<file path="config.mk">
export PLATFORM = sky130hd
export DESIGN_NAME = bank_map_ctrl
export DESIGN_NICKNAME = d
export VERILOG_FILES = /design/src/rtl/bank_map_pkg.sv /design/src/rtl/bank_map_decode.sv /design/src/rtl/bank_map_path.sv /design/src/rtl/bank_map_ctrl.sv
export SDC_FILE = /design/constraint.sdc
export NUM_CORES = 1
export LEC_CHECK = 0
export CAP_MARGIN = 20
export CORE_MARGIN = 2
export CORE_UTILIZATION = 30
export CTS_CLUSTER_DIAMETER = 150
export DETAILED_ROUTE_END_ITERATION = 8
export DONT_BUFFER_PORTS = 1
export HOLD_SLACK_MARGIN = 0.06
export PLACE_DENSITY = 0.51
export SLEW_MARGIN = 10
export SYNTH_ARGS = -nofsm -noshare
export SYNTH_HDL_FRONTEND = slang
export SYNTH_SLANG_ARGS = --single-unit
</file>
<file path="constraint.sdc">
create_clock -name clk -period 1.37 [get_ports clk]
set_input_delay 0 -clock clk [delete_from_list [all_inputs] [get_ports clk]]
set_output_delay 0 -clock clk [all_outputs]
set_load 0.01 [all_outputs]
</file>
<file path="src/rtl/bank_map_pkg.sv">
package bank_map_pkg;

  // Positions of the configuration bits that steer the map
  localparam int CFG_NOROM_BIT = 0;
  localparam int CFG_WPROT_BIT = 1;
  localparam int CFG_EXT_BIT   = 3;
  localparam int CFG_W         = 8;

  // Region split of the 64 KB CPU space
  localparam int CPU_ADDR_W = 16;
  localparam int OFFSET_W   = 14;

  typedef struct packed {
    logic wrPageLo;
    logic wrPageHi;
    logic wrCfg;
    logic rdCfg;
  } regStrobe_t;

endpackage

</file>
<file path="src/rtl/bank_map_decode.sv">
module bank_map_decode
  import bank_map_pkg::*;
#(
  parameter int IO_ADDR_W = 8,
  parameter logic [IO_ADDR_W-1:0] ADDR_PAGE_LO = 8'h20,
  parameter logic [IO_ADDR_W-1:0] ADDR_PAGE_HI = 8'h21,
  parameter logic [IO_ADDR_W-1:0] ADDR_CFG     = 8'h2A
) (
  input  logic [IO_ADDR_W-1:0] ioAddr,
  input  logic                 ioWr,
  input  logic                 ioRd,
  output regStrobe_t           strb
);

  always_comb begin
    strb          = '0;
    strb.wrPageLo = ioWr && (ioAddr == ADDR_PAGE_LO);
    strb.wrPageHi = ioWr && (ioAddr == ADDR_PAGE_HI);
    strb.wrCfg    = ioWr && (ioAddr == ADDR_CFG);
    strb.rdCfg    = ioRd && (ioAddr == ADDR_CFG);
  end

endmodule

</file>
<file path="src/rtl/bank_map_path.sv">
module bank_map_path
  import bank_map_pkg::*;
#(
  parameter int PAGE_W = 8,
  localparam int PHYS_W = PAGE_W + OFFSET_W + 1
) (
  input  logic                  clk,
  input  logic                  rstN,
  input  regStrobe_t            strb,
  input  logic [CFG_W-1:0]      ioWrData,
  input  logic [CPU_ADDR_W-1:0] cpuAddr,
  input  logic                  memRd,
  input  logic                  memWr,
  output logic [CFG_W-1:0]      ioRdData,
  output logic                  romSel,
  output logic                  ramSel,
  output logic [PHYS_W-1:0]     physAddr,
  output logic                  wrEn
);

  logic [CFG_W-1:0]  cfgQ;
  logic [PAGE_W-1:0] pageLoQ;
  logic [PAGE_W-1:0] pageHiQ;

  // Register file: captured on the edge that ends the strobe cycle
  always_ff @(posedge clk) begin
    if (!rstN) begin
      cfgQ    <= '0;
      pageLoQ <= '0;
      pageHiQ <= '0;
    end else begin
      if (strb.wrCfg)    cfgQ    <= ioWrData;
      if (strb.wrPageLo) pageLoQ <= ioWrData[PAGE_W-1:0];
      if (strb.wrPageHi) pageHiQ <= ioWrData[PAGE_W-1:0];
    end
  end

  logic [1:0]        region;
  logic              access;
  logic              noRom;
  logic              wProt;
  logic              extMode;
  logic              toRom;
  logic [PAGE_W-1:0] smallPage;
  logic              lowRam;

  assign region    = cpuAddr[CPU_ADDR_W-1 -: 2];
  assign access    = memRd || memWr;
  assign noRom     = cfgQ[CFG_NOROM_BIT];
  assign wProt     = cfgQ[CFG_WPROT_BIT];
  assign extMode   = cfgQ[CFG_EXT_BIT];
  assign toRom     = !noRom && (region != 2'd1);
  assign smallPage = region[0] ? pageHiQ : pageLoQ;

  always_comb begin
    unique case (region)
      2'd0:    physAddr = PHYS_W'(cpuAddr[OFFSET_W-1:0]);
      2'd1:    physAddr = PHYS_W'({1'b1, cpuAddr[OFFSET_W-1:0]});
      default: begin
        if (extMode) physAddr = PHYS_W'({smallPage, cpuAddr[OFFSET_W-1:0]});
        else         physAddr = {pageLoQ, cpuAddr[OFFSET_W:0]};
      end
    endcase
  end

  assign lowRam   = (physAddr[PHYS_W-1:OFFSET_W+1] == '0);
  assign romSel   = access && toRom;
  assign ramSel   = access && !toRom;
  assign wrEn     = memWr && !toRom && !(wProt && lowRam);
  assign ioRdData = strb.rdCfg ? cfgQ : '0;

  // never both devices, and never a write gate toward ROM
  a_r8_rom_no_write: assert property (@(posedge clk) disable iff (!rstN)
    romSel |-> (!ramSel && !wrEn));

  // nothing selected without a memory strobe
  a_r11_idle_quiet: assert property (@(posedge clk) disable iff (!rstN)
    !(memRd || memWr) |-> (!romSel && !ramSel && !wrEn));

  // fixed RAM region follows the CPU address exactly
  a_r2_fixed_ram: assert property (@(posedge clk) disable iff (!rstN)
    ((memRd || memWr) && cpuAddr[15:14] == 2'b01) |->
      (ramSel && physAddr == PHYS_W'(cpuAddr)));

  // protected low RAM never sees a write gate
  a_r7_low_protected: assert property (@(posedge clk) disable iff (!rstN)
    (cfgQ[CFG_WPROT_BIT] && physAddr < PHYS_W'(32'h8000)) |-> !wrEn);

  // configuration takes the written byte one edge later and holds otherwise
  a_r9_cfg_capture: assert property (@(posedge clk) disable iff (!rstN)
    strb.wrCfg |=> (cfgQ == $past(ioWrData)));

  a_r10_cfg_hold: assert property (@(posedge clk) disable iff (!rstN)
    !strb.wrCfg |=> $stable(cfgQ));

endmodule

</file>
<file path="src/rtl/bank_map_ctrl.sv">
module bank_map_ctrl
  import bank_map_pkg::*;
#(
  parameter int PAGE_W    = 8,
  parameter int IO_ADDR_W = 8,
  parameter logic [IO_ADDR_W-1:0] ADDR_PAGE_LO = 8'h20,
  parameter logic [IO_ADDR_W-1:0] ADDR_PAGE_HI = 8'h21,
  parameter logic [IO_ADDR_W-1:0] ADDR_CFG     = 8'h2A,
  localparam int PHYS_W = PAGE_W + OFFSET_W + 1
) (
  input  logic                  clk,
  input  logic                  rstN,
  input  logic [CPU_ADDR_W-1:0] cpuAddr,
  input  logic                  memRd,
  input  logic                  memWr,
  input  logic [IO_ADDR_W-1:0]  ioAddr,
  input  logic                  ioWr,
  input  logic                  ioRd,
  input  logic [CFG_W-1:0]      ioWrData,
  output logic [CFG_W-1:0]      ioRdData,
  output logic                  romSel,
  output logic                  ramSel,
  output logic [PHYS_W-1:0]     physAddr,
  output logic                  wrEn
);

  regStrobe_t strb;

  bank_map_decode #(
    .IO_ADDR_W   (IO_ADDR_W),
    .ADDR_PAGE_LO(ADDR_PAGE_LO),
    .ADDR_PAGE_HI(ADDR_PAGE_HI),
    .ADDR_CFG    (ADDR_CFG)
  ) u_decode (
    .ioAddr(ioAddr),
    .ioWr  (ioWr),
    .ioRd  (ioRd),
    .strb  (strb)
  );

  bank_map_path #(
    .PAGE_W(PAGE_W)
  ) u_path (
    .clk     (clk),
    .rstN    (rstN),
    .strb    (strb),
    .ioWrData(ioWrData),
    .cpuAddr (cpuAddr),
    .memRd   (memRd),
    .memWr   (memWr),
    .ioRdData(ioRdData),
    .romSel  (romSel),
    .ramSel  (ramSel),
    .physAddr(physAddr),
    .wrEn    (wrEn)
  );

endmodule

</file>
==> impl_metrics.tcl, run 1 <==
set metrics [dict create \
    critPathCaptureType "primary output" \
    cp_top_family "buffers and inverters" \
    finalNetCount 229 \
    grt_setup_unrepaired "true" \
    core_sq_um 4350 \
    finalHoldViolCount 0 \
    yosys_most_used_dff "dfxtp_1" \
    finalClockSkew_ns 0 \
    worstPathCellList "buf_12 -> buf_8 -> o21ai_2 -> a21oi_2 -> nor4_2 -> a21oi_1 -> buf_4" \
    hpwl_um 2570 \
    grt_overflow_total 0 \
    path_buf_inv 3 \
    cts_tree "built" \
    seqCellArea_sq_um 484 \
    diodes 0 \
    ys_ff_latch 24 \
    grt_usage 0.152 \
    syn-num-nets 193 \
    clk-insertion-delay-late_ns 0.27 \
    yosysTopAreaCell "dfxtp_1" \
    clockBufferDepth 2 \
    detail_route.iter0.violations 49 \
    cp.arrival_ns 1.56 \
    violations "setup timing" \
    io_buffers 0 \
    synthesis.area_sq_um 1350 \
    crit_path_max_incr_delay_ns 0.37 \
    fin_util 0.442 \
    io_pins 72 \
    htreeDepth 1 \
    maxCapViolCount 0 \
    place_area_sq_um 1490 \
    yosysMostFrequentCell "dfxtp_1" \
    yosys_warnings 0 \
    top_layer "met4" \
    start_kind "register" \
    grt_pass1_wl_um 6070 \
    ir_drop_mv 0.688 \
    grt_pass1_vias 1243 \
    fp.dieH_um 71.2 \
    syn_inst 155 \
    max_freq_mhz 642 \
    cts.sinks 24 \
    ys_types 20 \
    place.gp.congestion 0.747 \
    criticalPathCategory "register to primary output" \
    synth-edff-count 0 \
    via_per_inst 4.93 \
    numCtsBuffers 3 \
    drc 0 \
    fin_crit_ns 1.56 \
    status "finished with violations" \
    synth_area_leaders "dfxtp_1 (35%), mux2i_1 (17%), nor2b_1 (8.3%), buf_4 (7.8%), o21ai_0 (6.3%)" \
    dieArea_sq_um 5070 \
    async_reset_ff_frac 0 \
    multiInputGateArea_sq_um 816 \
    worstPathMaxFanout 7 \
    wl_met3_um 240 \
    layout_setup_ws_ns -0.187 \
    hold_class "primary input to register" \
    hold-worst-slack_ns 0.0669 \
    maxSlewHeadroom 0.321 \
    yosys.area.top_type_share 0.355 \
    drive_gt1_frac 0.300 \
    power_w 0.00132 \
    clkTransAtPathRegs_ns 0.09 \
    grt_antenna_before_repair 0 \
    wl_per_cell_um 15.6 \
    grt_max_degree 33 \
    vias 1192 \
    worst_pin_slew_ns 1.02 \
    wl_met2_um 1840 \
    drv_slew 0 \
    routed_wl_um 3760 \
    final_area_sq_um 1930 \
    root_buffer "clkbuf_8" \
    synthTopCellsByCount "dfxtp_1 (24), mux2i_1 (23), nor2b_1 (18), o21ai_0 (17), buf_4 (14)" \
    syn_avg_cell_area_sq_um 8.73 \
    p_leak_nw 0.709 \
    start_util 0.311 \
    num_rows 24 \
    cp_data_required_time_ns 1.37 \
    synthToLayoutAreaGrowth_pct 42.2 \
    seq_area_frac_synth 0.355 \
    num-fill-cells 406 \
    drtAntennaViolNets 0 \
    power.density_nw_per_um2 686 \
    setup_viol 2 \
    slowest_stage "dfxtp_4" \
    drt_pass1_iterations 4 \
    die_x_um 71.2 \
    fin_crit_sh 1.14 \
    wl_met1_um 1630 \
]
-- cell type report --
type,instances,share of cell area
Clock buffer,4,0.0286
Inverter,1,0.00195
Multi-Input combinational cell,107,0.424
Sequential cell,24,0.251
Tap cell,52,0.0338
Timing Repair Buffer,54,0.261
-- through the flow --
step	worst slack [ns]	cells	setup TNS (ns)
CTS	-0.180	239	-0.180
floorplan	-0.133	155	-1.49
detailed placement	-0.127	208	-1.87
global route	-0.252	242	-0.401
finish	-0.187	242	-0.198
global placement	-0.0796	208	-1.13
-- registers in the layout, summed over array words and instances (netlist names) --
name / flops
u_path.pageHiQ: 8
u_path.cfgQ: 8
u_path.pageLoQ: 8
-- power breakdown --
group	internal, W	leakage [nW]	switching (W)
Combinational	0.0000724	0.486	0.0000594
Clock	0.000257	0.0288	0.000236
Sequential	0.000696	0.194	0.000000634
-- logic make-up (layout without fill, tap and decap cells) --
group,Yosys count,count (layout),synth area share
simple gates,58,58,0.271
compound gates,26,26,0.0980
flops,24,24,0.355
buf+inv,24,59,0.106
mux,23,23,0.170
-- per-layer routing --
layer  global-route usage  up-vias
li1                     -      589
met1                0.183      551
met2                0.254       45
met3               0.0456        7
met4               0.0566        0
met5                    0        -
-- tightest hold or removal path, cell delays in order --
cell and delay, ns:
nor4_4 0.02, buf_4 0.15, o21ai_0 0.13
-- placed cells by master (no fill, tap or decap), types with 2 or more instances in the layout --
cell	instances
nand2_1	10
o21ai_2	3
dlygate4sd3_1	22
o21ai_0	10
nor2_1	2
nor2b_1	18
clkbuf_8	4
nor4_4	3
a21oi_1	2
and2_1	4
and2_4	4
mux2i_1	23
a21oi_2	6
buf_4	27
dfxtp_1	23
buf_12	2
o21ai_1	4
nand3_1	11
-- worst paths after layout --
check	from	endpoint	slack, ns	cells after the start
worst min-delay path	ioAddr[0]	u_path.cfgQ[2]	0.07	3
worst max register to register	u_path.cfgQ[3]	u_path.cfgQ[3]	0.57	3
worst min register to register	u_path.cfgQ[6]	u_path.cfgQ[6]	0.46	2
worst max-delay path	u_path.cfgQ[3]	wrEn	-0.19	7
-- what timing repair did --
action / in CTS / in global routing
pin swaps: 5 / 3
hold buffers: 23 / 0
gates resized for setup: 17 / 14
buffers inserted: 4 / 3
setup endpoints to repair: 13 / 15
endpoints found under the hold margin: 38 / 0
Note: power is estimated with default switching activity, not from simulation.
==> run 2: changes to the inputs <==
--- a/config.mk
+++ b/config.mk
@@ -6,12 +6,12 @@
 export NUM_CORES = 1
 export LEC_CHECK = 0
 export CAP_MARGIN = 20
+export CORE_ASPECT_RATIO = 2
 export CORE_MARGIN = 2
 export CORE_UTILIZATION = 30
 export CTS_CLUSTER_DIAMETER = 150
 export DETAILED_ROUTE_END_ITERATION = 8
 export DONT_BUFFER_PORTS = 1
-export HOLD_SLACK_MARGIN = 0.06
 export PLACE_DENSITY = 0.51
 export SLEW_MARGIN = 10
 export SYNTH_ARGS = -nofsm -noshare
==> run 2 against run 1 <==
Effect of this change:
- the run still ends with setup timing left
- non-clock buffer count shrank 20
- critical path depth shrank 1
- utilization shrank 5.4 points
- combinational power shrank 37%
- hold slack lost 0.067 ns
- final cell count shrank 7.9%
- critical endpoint unchanged
- largest cell class unchanged
- largest power group unchanged
==> impl_metrics.tcl, run 2 (synthesized netlist as in run 1, its figures left out) <==
set metrics [dict create \
    layout_setup_ws_ns -0.148 \
    wl_per_cell_um 16.1 \
    setup_viol 2 \
    max_freq_mhz 659 \
    p_sw_frac 0.214 \
    final_cell_count_no_fill 223 \
    clockBufferDepth 2 \
    worst_pin_slew_ns 0.991 \
    clkTransAtPathRegs_ns 0.08 \
    grt_max_degree 33 \
    critPathCaptureType "primary output" \
    internal-power_w 0.000937 \
    drv_slew 0 \
    violations "setup timing" \
    finalHoldViolCount 0 \
    cp.arrival_ns 1.52 \
    drtAntennaViolNets 0 \
    htreeDepth 1 \
    fin_crit_sh 1.11 \
    num-fill-cells 464 \
    ir_drop_mv 0.301 \
    drt_pass1_iterations 4 \
    root_buffer "clkbuf_8" \
    wl_met3_um 214 \
    maxCapViolCount 0 \
    largestRegisters "u_path.cfgQ (8), u_path.pageHiQ (8), u_path.pageLoQ (8)" \
    cts.sinks 24 \
    routed_wl_um 3590 \
    numCtsBuffers 3 \
    detail_route.iter0.violations 22 \
    top_layer "met4" \
    path_buf_inv 2 \
    num_rows 34 \
    place.gp.congestion 0.780 \
    drc 0 \
    cp_data_required_time_ns 1.37 \
    grt_overflow_total 0 \
    maxSlewHeadroom 0.339 \
    finalClockSkew_ns 0 \
    dieArea_sq_um 5100 \
    dp.cells 208 \
    drive_gt1_frac 0.254 \
    grt_usage 0.157 \
    wl_met2_um 2010 \
    diodes 0 \
    status "finished with violations" \
    fp.dieH_um 99 \
    start_kind "register" \
    worstPathCellList "buf_6 -> and3b_1 -> nor2b_1 -> nor4b_4 -> a21oi_1 -> buf_4" \
    clk-insertion-delay-late_ns 0.26 \
    power.density_nw_per_um2 708 \
    cts_tree "built" \
    switching_power_w 0.000255 \
    worstPathMaxFanout 6 \
    grt_pass1_wl_um 6090 \
    p_leak_nw 0.598 \
    layout_common_cells "mux2i_1 (23), dfxtp_1 (23), buf_4 (22)" \
    slowest_stage "dfxtp_4" \
    vias 1148 \
    pwr-share-clk 0.346 \
    io_pins 72 \
    combPwrFrac 0.070 \
    io_buffers 0 \
    criticalPathCategory "register to primary output" \
    crit_path_max_incr_delay_ns 0.39 \
    die_x_um 51.5 \
    hpwl_um 2720 \
    fin_crit_ns 1.52 \
    wl_met1_um 1230 \
    synthToLayoutAreaGrowth_pct 24.3 \
    start_util 0.312 \
    hold-worst-slack_ns 0.00000392 \
    tns_ns -0.157 \
    hold_class "primary input to primary output" \
    via_per_inst 5.15 \
    grt_antenna_before_repair 0 \
    grt_pass1_vias 1304 \
    finalNetCount 209 \
    cp_top_family "simple AND/OR/NAND/NOR gates" \
    grt_setup_unrepaired "true" \
    core_sq_um 4340 \
    seq_power_share 0.584 \
]
[run 2: changes by cell type in the layout (fill, tap and decap cells not counted), sizes merged]
cell,delta
buf,-6
clkbuf,-1
dlygate4sd3,-14
[run 2: layout make-up]
type                            count  area, sq um  area share
Clock buffer                        3         41.3      0.0245
Inverter                            1         3.75     0.00223
Multi-Input combinational cell    107          786       0.467
Sequential cell                    24          484       0.288
Tap cell                           54         67.6      0.0401
Timing Repair Buffer               34          300       0.178
[run 2: worst reg2reg max path: stages, from the launching register on]
cell and delay [ns]:
dfxtp_4 0.39, buf_6 0.11, buf_4 0.10, nand2_1 0.04, o21ai_0 0.15
[run 2: worst paths after layout]
check | slack, ns | cells past startpoint | to | startpoint
hold / removal | 0.000004 | 0 | physAddr[8] | cpuAddr[8]
setup reg to reg | 0.51 | 4 | u_path.cfgQ[3] | u_path.cfgQ[3]
setup / recovery | -0.15 | 6 | wrEn | u_path.cfgQ[3]
hold reg to reg | 0.46 | 2 | u_path.cfgQ[6] | u_path.cfgQ[6]
[run 2: what timing repair did]
item	in CTS	in global routing
hold endpoints to repair	24	0
pin swaps	2	3
hold buffers	9	0
cloned	0	0
buffers inserted	3	0
endpoints found under the setup margin	13	12
gates resized for setup	14	8
[run 2: stage by stage]
stage               setup WS [ns]   util  cell area [sq um]  total power (W)
finish                     -0.148  0.388               1680          0.00119
global placement          -0.0755  0.338               1470         0.000756
floorplan                  -0.133      -               1360         0.000807
CTS                        -0.176  0.385               1670          0.00121
global route               -0.234  0.388               1680          0.00124
detailed placement        -0.0918  0.338               1470         0.000756
[run 2: layer usage]
layer,vias to the layer above,track usage
met5,-,0
met4,0,0.101
met2,47,0.284
met3,18,0.0212
met1,533,0.159
li1,550,-
[run 2: power groups by stage]
stage                     registers [W]  logic (W)  clock network (W)
after CTS                      0.000696  0.0000830           0.000430
after global placement         0.000715  0.0000412                  0
after global routing           0.000697  0.0000906           0.000453
after floorplan                0.000714  0.0000930                  0
final                          0.000696  0.0000834           0.000412
after detailed placement       0.000715  0.0000416                  0
==> run 3: changes to the inputs <==
--- a/config.mk
+++ b/config.mk
@@ -6,13 +6,15 @@
 export NUM_CORES = 1
 export LEC_CHECK = 0
 export CAP_MARGIN = 20
+export CELL_PAD_IN_SITES_DETAIL_PLACEMENT = 0
+export CELL_PAD_IN_SITES_GLOBAL_PLACEMENT = 1
 export CORE_ASPECT_RATIO = 2
 export CORE_MARGIN = 2
 export CORE_UTILIZATION = 30
 export CTS_CLUSTER_DIAMETER = 150
 export DETAILED_ROUTE_END_ITERATION = 8
 export DONT_BUFFER_PORTS = 1
-export PLACE_DENSITY = 0.51
+export PLACE_DENSITY = 0.65
 export SLEW_MARGIN = 10
 export SYNTH_ARGS = -nofsm -noshare
 export SYNTH_HDL_FRONTEND = slang
==> run 3 against run 2 <==
Effect of this change:
- the run still ends with setup timing left
- global-route usage shrank 2.5 points
- largest cell class unchanged
- clock power shrank 4%
- setup slack gained 0.14 ns
- count of clock-buffer cells in the layout is the same
- hold slack is essentially flat
- non-clock buffer count shrank 10
- flip-flop and latch count is the same
- critical path type unchanged
==> impl_metrics.tcl, run 3 (synthesized netlist as in run 1, its figures left out) <==
set metrics [dict create \
    wl_per_cell_um 14.8 \
    grt_max_degree 33 \
    core_sq_um 4340 \
    postCtsSetupRepairBufs 0 \
    cts_tree "built" \
    worstPathMaxFanout 14 \
    clkTransAtPathRegs_ns 0.07 \
    combPwrFrac 0.068 \
    diodes 0 \
    busiest_layer "met2" \
    maxSlewHeadroom 0.371 \
    slowest_stage "dfxtp_4" \
    fin_crit_ns 1.38 \
    criticalPathCategory "register to primary output" \
    use_met2 0.217 \
    critPathLaunch "u_path.cfgQ[3]" \
    layout_setup_ws_ns -0.00664 \
    num-fill-cells 476 \
    finalClockSkew_ns 0 \
    r2r-end "u_path.cfgQ[3]" \
    place.gp.congestion 0.765 \
    hold_class "primary input to primary output" \
    worstPathCellList "and3b_1 -> nor2b_1 -> nor4b_4 -> a21oi_2" \
    maxCapViolCount 0 \
    ir_drop_mv 0.666 \
    hpwl_um 2490 \
    fp.dieH_um 99 \
    start_kind "register" \
    fin_util 0.376 \
    hold_path_startpoint "cpuAddr[6]" \
    p_sw_frac 0.203 \
    final_area_sq_um 1630 \
    status "finished with violations" \
    drive_gt1_frac 0.220 \
    root_buffer "clkbuf_8" \
    violations "setup timing" \
    clk-insertion-delay-late_ns 0.26 \
    detail_route.iter0.violations 6 \
    drtAntennaViolNets 0 \
    vias 1051 \
    place_area_sq_um 1430 \
    finalNetCount 199 \
    setup_viol 1 \
    synthToLayoutAreaGrowth_pct 20.4 \
    largestRegisters "u_path.cfgQ (8), u_path.pageHiQ (8), u_path.pageLoQ (8)" \
    dieArea_sq_um 5100 \
    die_x_um 51.5 \
    reg2regPathDepth 2 \
    num_rows 34 \
    fin_crit_sh 1.00 \
    power.density_nw_per_um2 719 \
    hold_end "physAddr[6]" \
    clockBufferDepth 2 \
    cp_data_required_time_ns 1.37 \
    pwr-share-clk 0.337 \
    numCtsBuffers 3 \
    power_w 0.00117 \
    internal-power_w 0.000934 \
    cts.sinks 24 \
    min_path_cells 0 \
    grt.met3_usage 0.0242 \
    hold-worst-slack_ns 0.00000445 \
    seq_power_share 0.594 \
    grt_overflow_total 0 \
    switching_power_w 0.000238 \
    worst_pin_slew_ns 0.941 \
    layout_common_cells "dfxtp_1 (23), mux2i_1 (22), nor2b_1 (18)" \
    drv_slew 0 \
    io_pins 72 \
    r2r_slack_ns 0.62 \
    crit_path_max_incr_delay_ns 0.43 \
    via_per_inst 4.93 \
    timing.rr.start "u_path.cfgQ[3]" \
    drc 0 \
    grt_usage 0.132 \
    grtUsageMet1 0.155 \
    grt_antenna_before_repair 0 \
    grt_pass1_vias 1081 \
    io_buffers 0 \
    htreeDepth 1 \
    drt_pass1_iterations 2 \
    max_freq_mhz 726 \
    grt_pass1_wl_um 5140 \
    layout_commonest_cell "dfxtp_1" \
    finalHoldViolCount 0 \
    start_util 0.312 \
    cp.arrival_ns 1.38 \
    grt_setup_unrepaired "true" \
    critPathCaptureType "primary output" \
    p_leak_nw 0.538 \
    routed_wl_um 3160 \
]
==> run 3: metal layers <==
metal | routed length, um | vias to the layer above | share of wire
met5 | 0 | - | 0
met4 | 51 | 0 | 0.016
met3 | 183 | 4 | 0.058
met2 | 1660 | 30 | 0.53
met1 | 1260 | 486 | 0.40
li1 | - | 531 | -
==> run 3: worst max-delay path: cells and delay by family, from the launching register on <==
kind / cells / cell delay (ns)
compound gates: 1 / 0.11
flops: 1 / 0.43
simple gates: 3 / 0.57
==> run 3: worst max-delay path by stage <==
stage,to,depth (start not counted)
floorplan,u_path.pageLoQ[0],4
finish,wrEn,4
detailed placement,ioRdData[5],4
global placement,ioRdData[5],4
global route,wrEn,4
CTS,ioRdData[5],4
==> run 3: power by group through the flow <==
stage | Clock [W] | Sequential, W | Combinational, W
6_report | 0.000395 | 0.000696 | 0.0000801
3_5_place_dp | 0 | 0.000715 | 0.0000381
2_1_floorplan | 0 | 0.000714 | 0.0000930
3_3_place_gp | 0 | 0.000715 | 0.0000378
4_1_cts | 0.000419 | 0.000696 | 0.0000795
5_1_grt | 0.000454 | 0.000697 | 0.0000863
==> run 3: cell type report <==
cell class	instances	area [sq um]	area share
multi-input combinational	107	802	0.492
sequential	24	484	0.297
tap	54	67.6	0.0414
timing repair buffer	24	231	0.142
inverter	1	3.75	0.00230
clock buffer	3	41.3	0.0253
==> run 3: per-stage QoR <==
stage / setup slack (ns) / setup TNS (ns) / std cells
floorplan: -0.133 / -1.49 / 155
global placement: -0.121 / -1.50 / 201
detailed placement: -0.154 / -2.03 / 201
CTS: 0.000114 / 0 / 213
global route: -0.108 / -0.108 / 213
finish: -0.00664 / -0.00664 / 213
==> run 3: repair_timing <==
action / 4_1_cts / 5_1_grt
pin swaps: 2 / 2
endpoints found under the setup margin: 13 / 9
endpoints found under the hold margin: 24 / 0
hold buffers: 9 / 0
gates resized for setup: 8 / 12
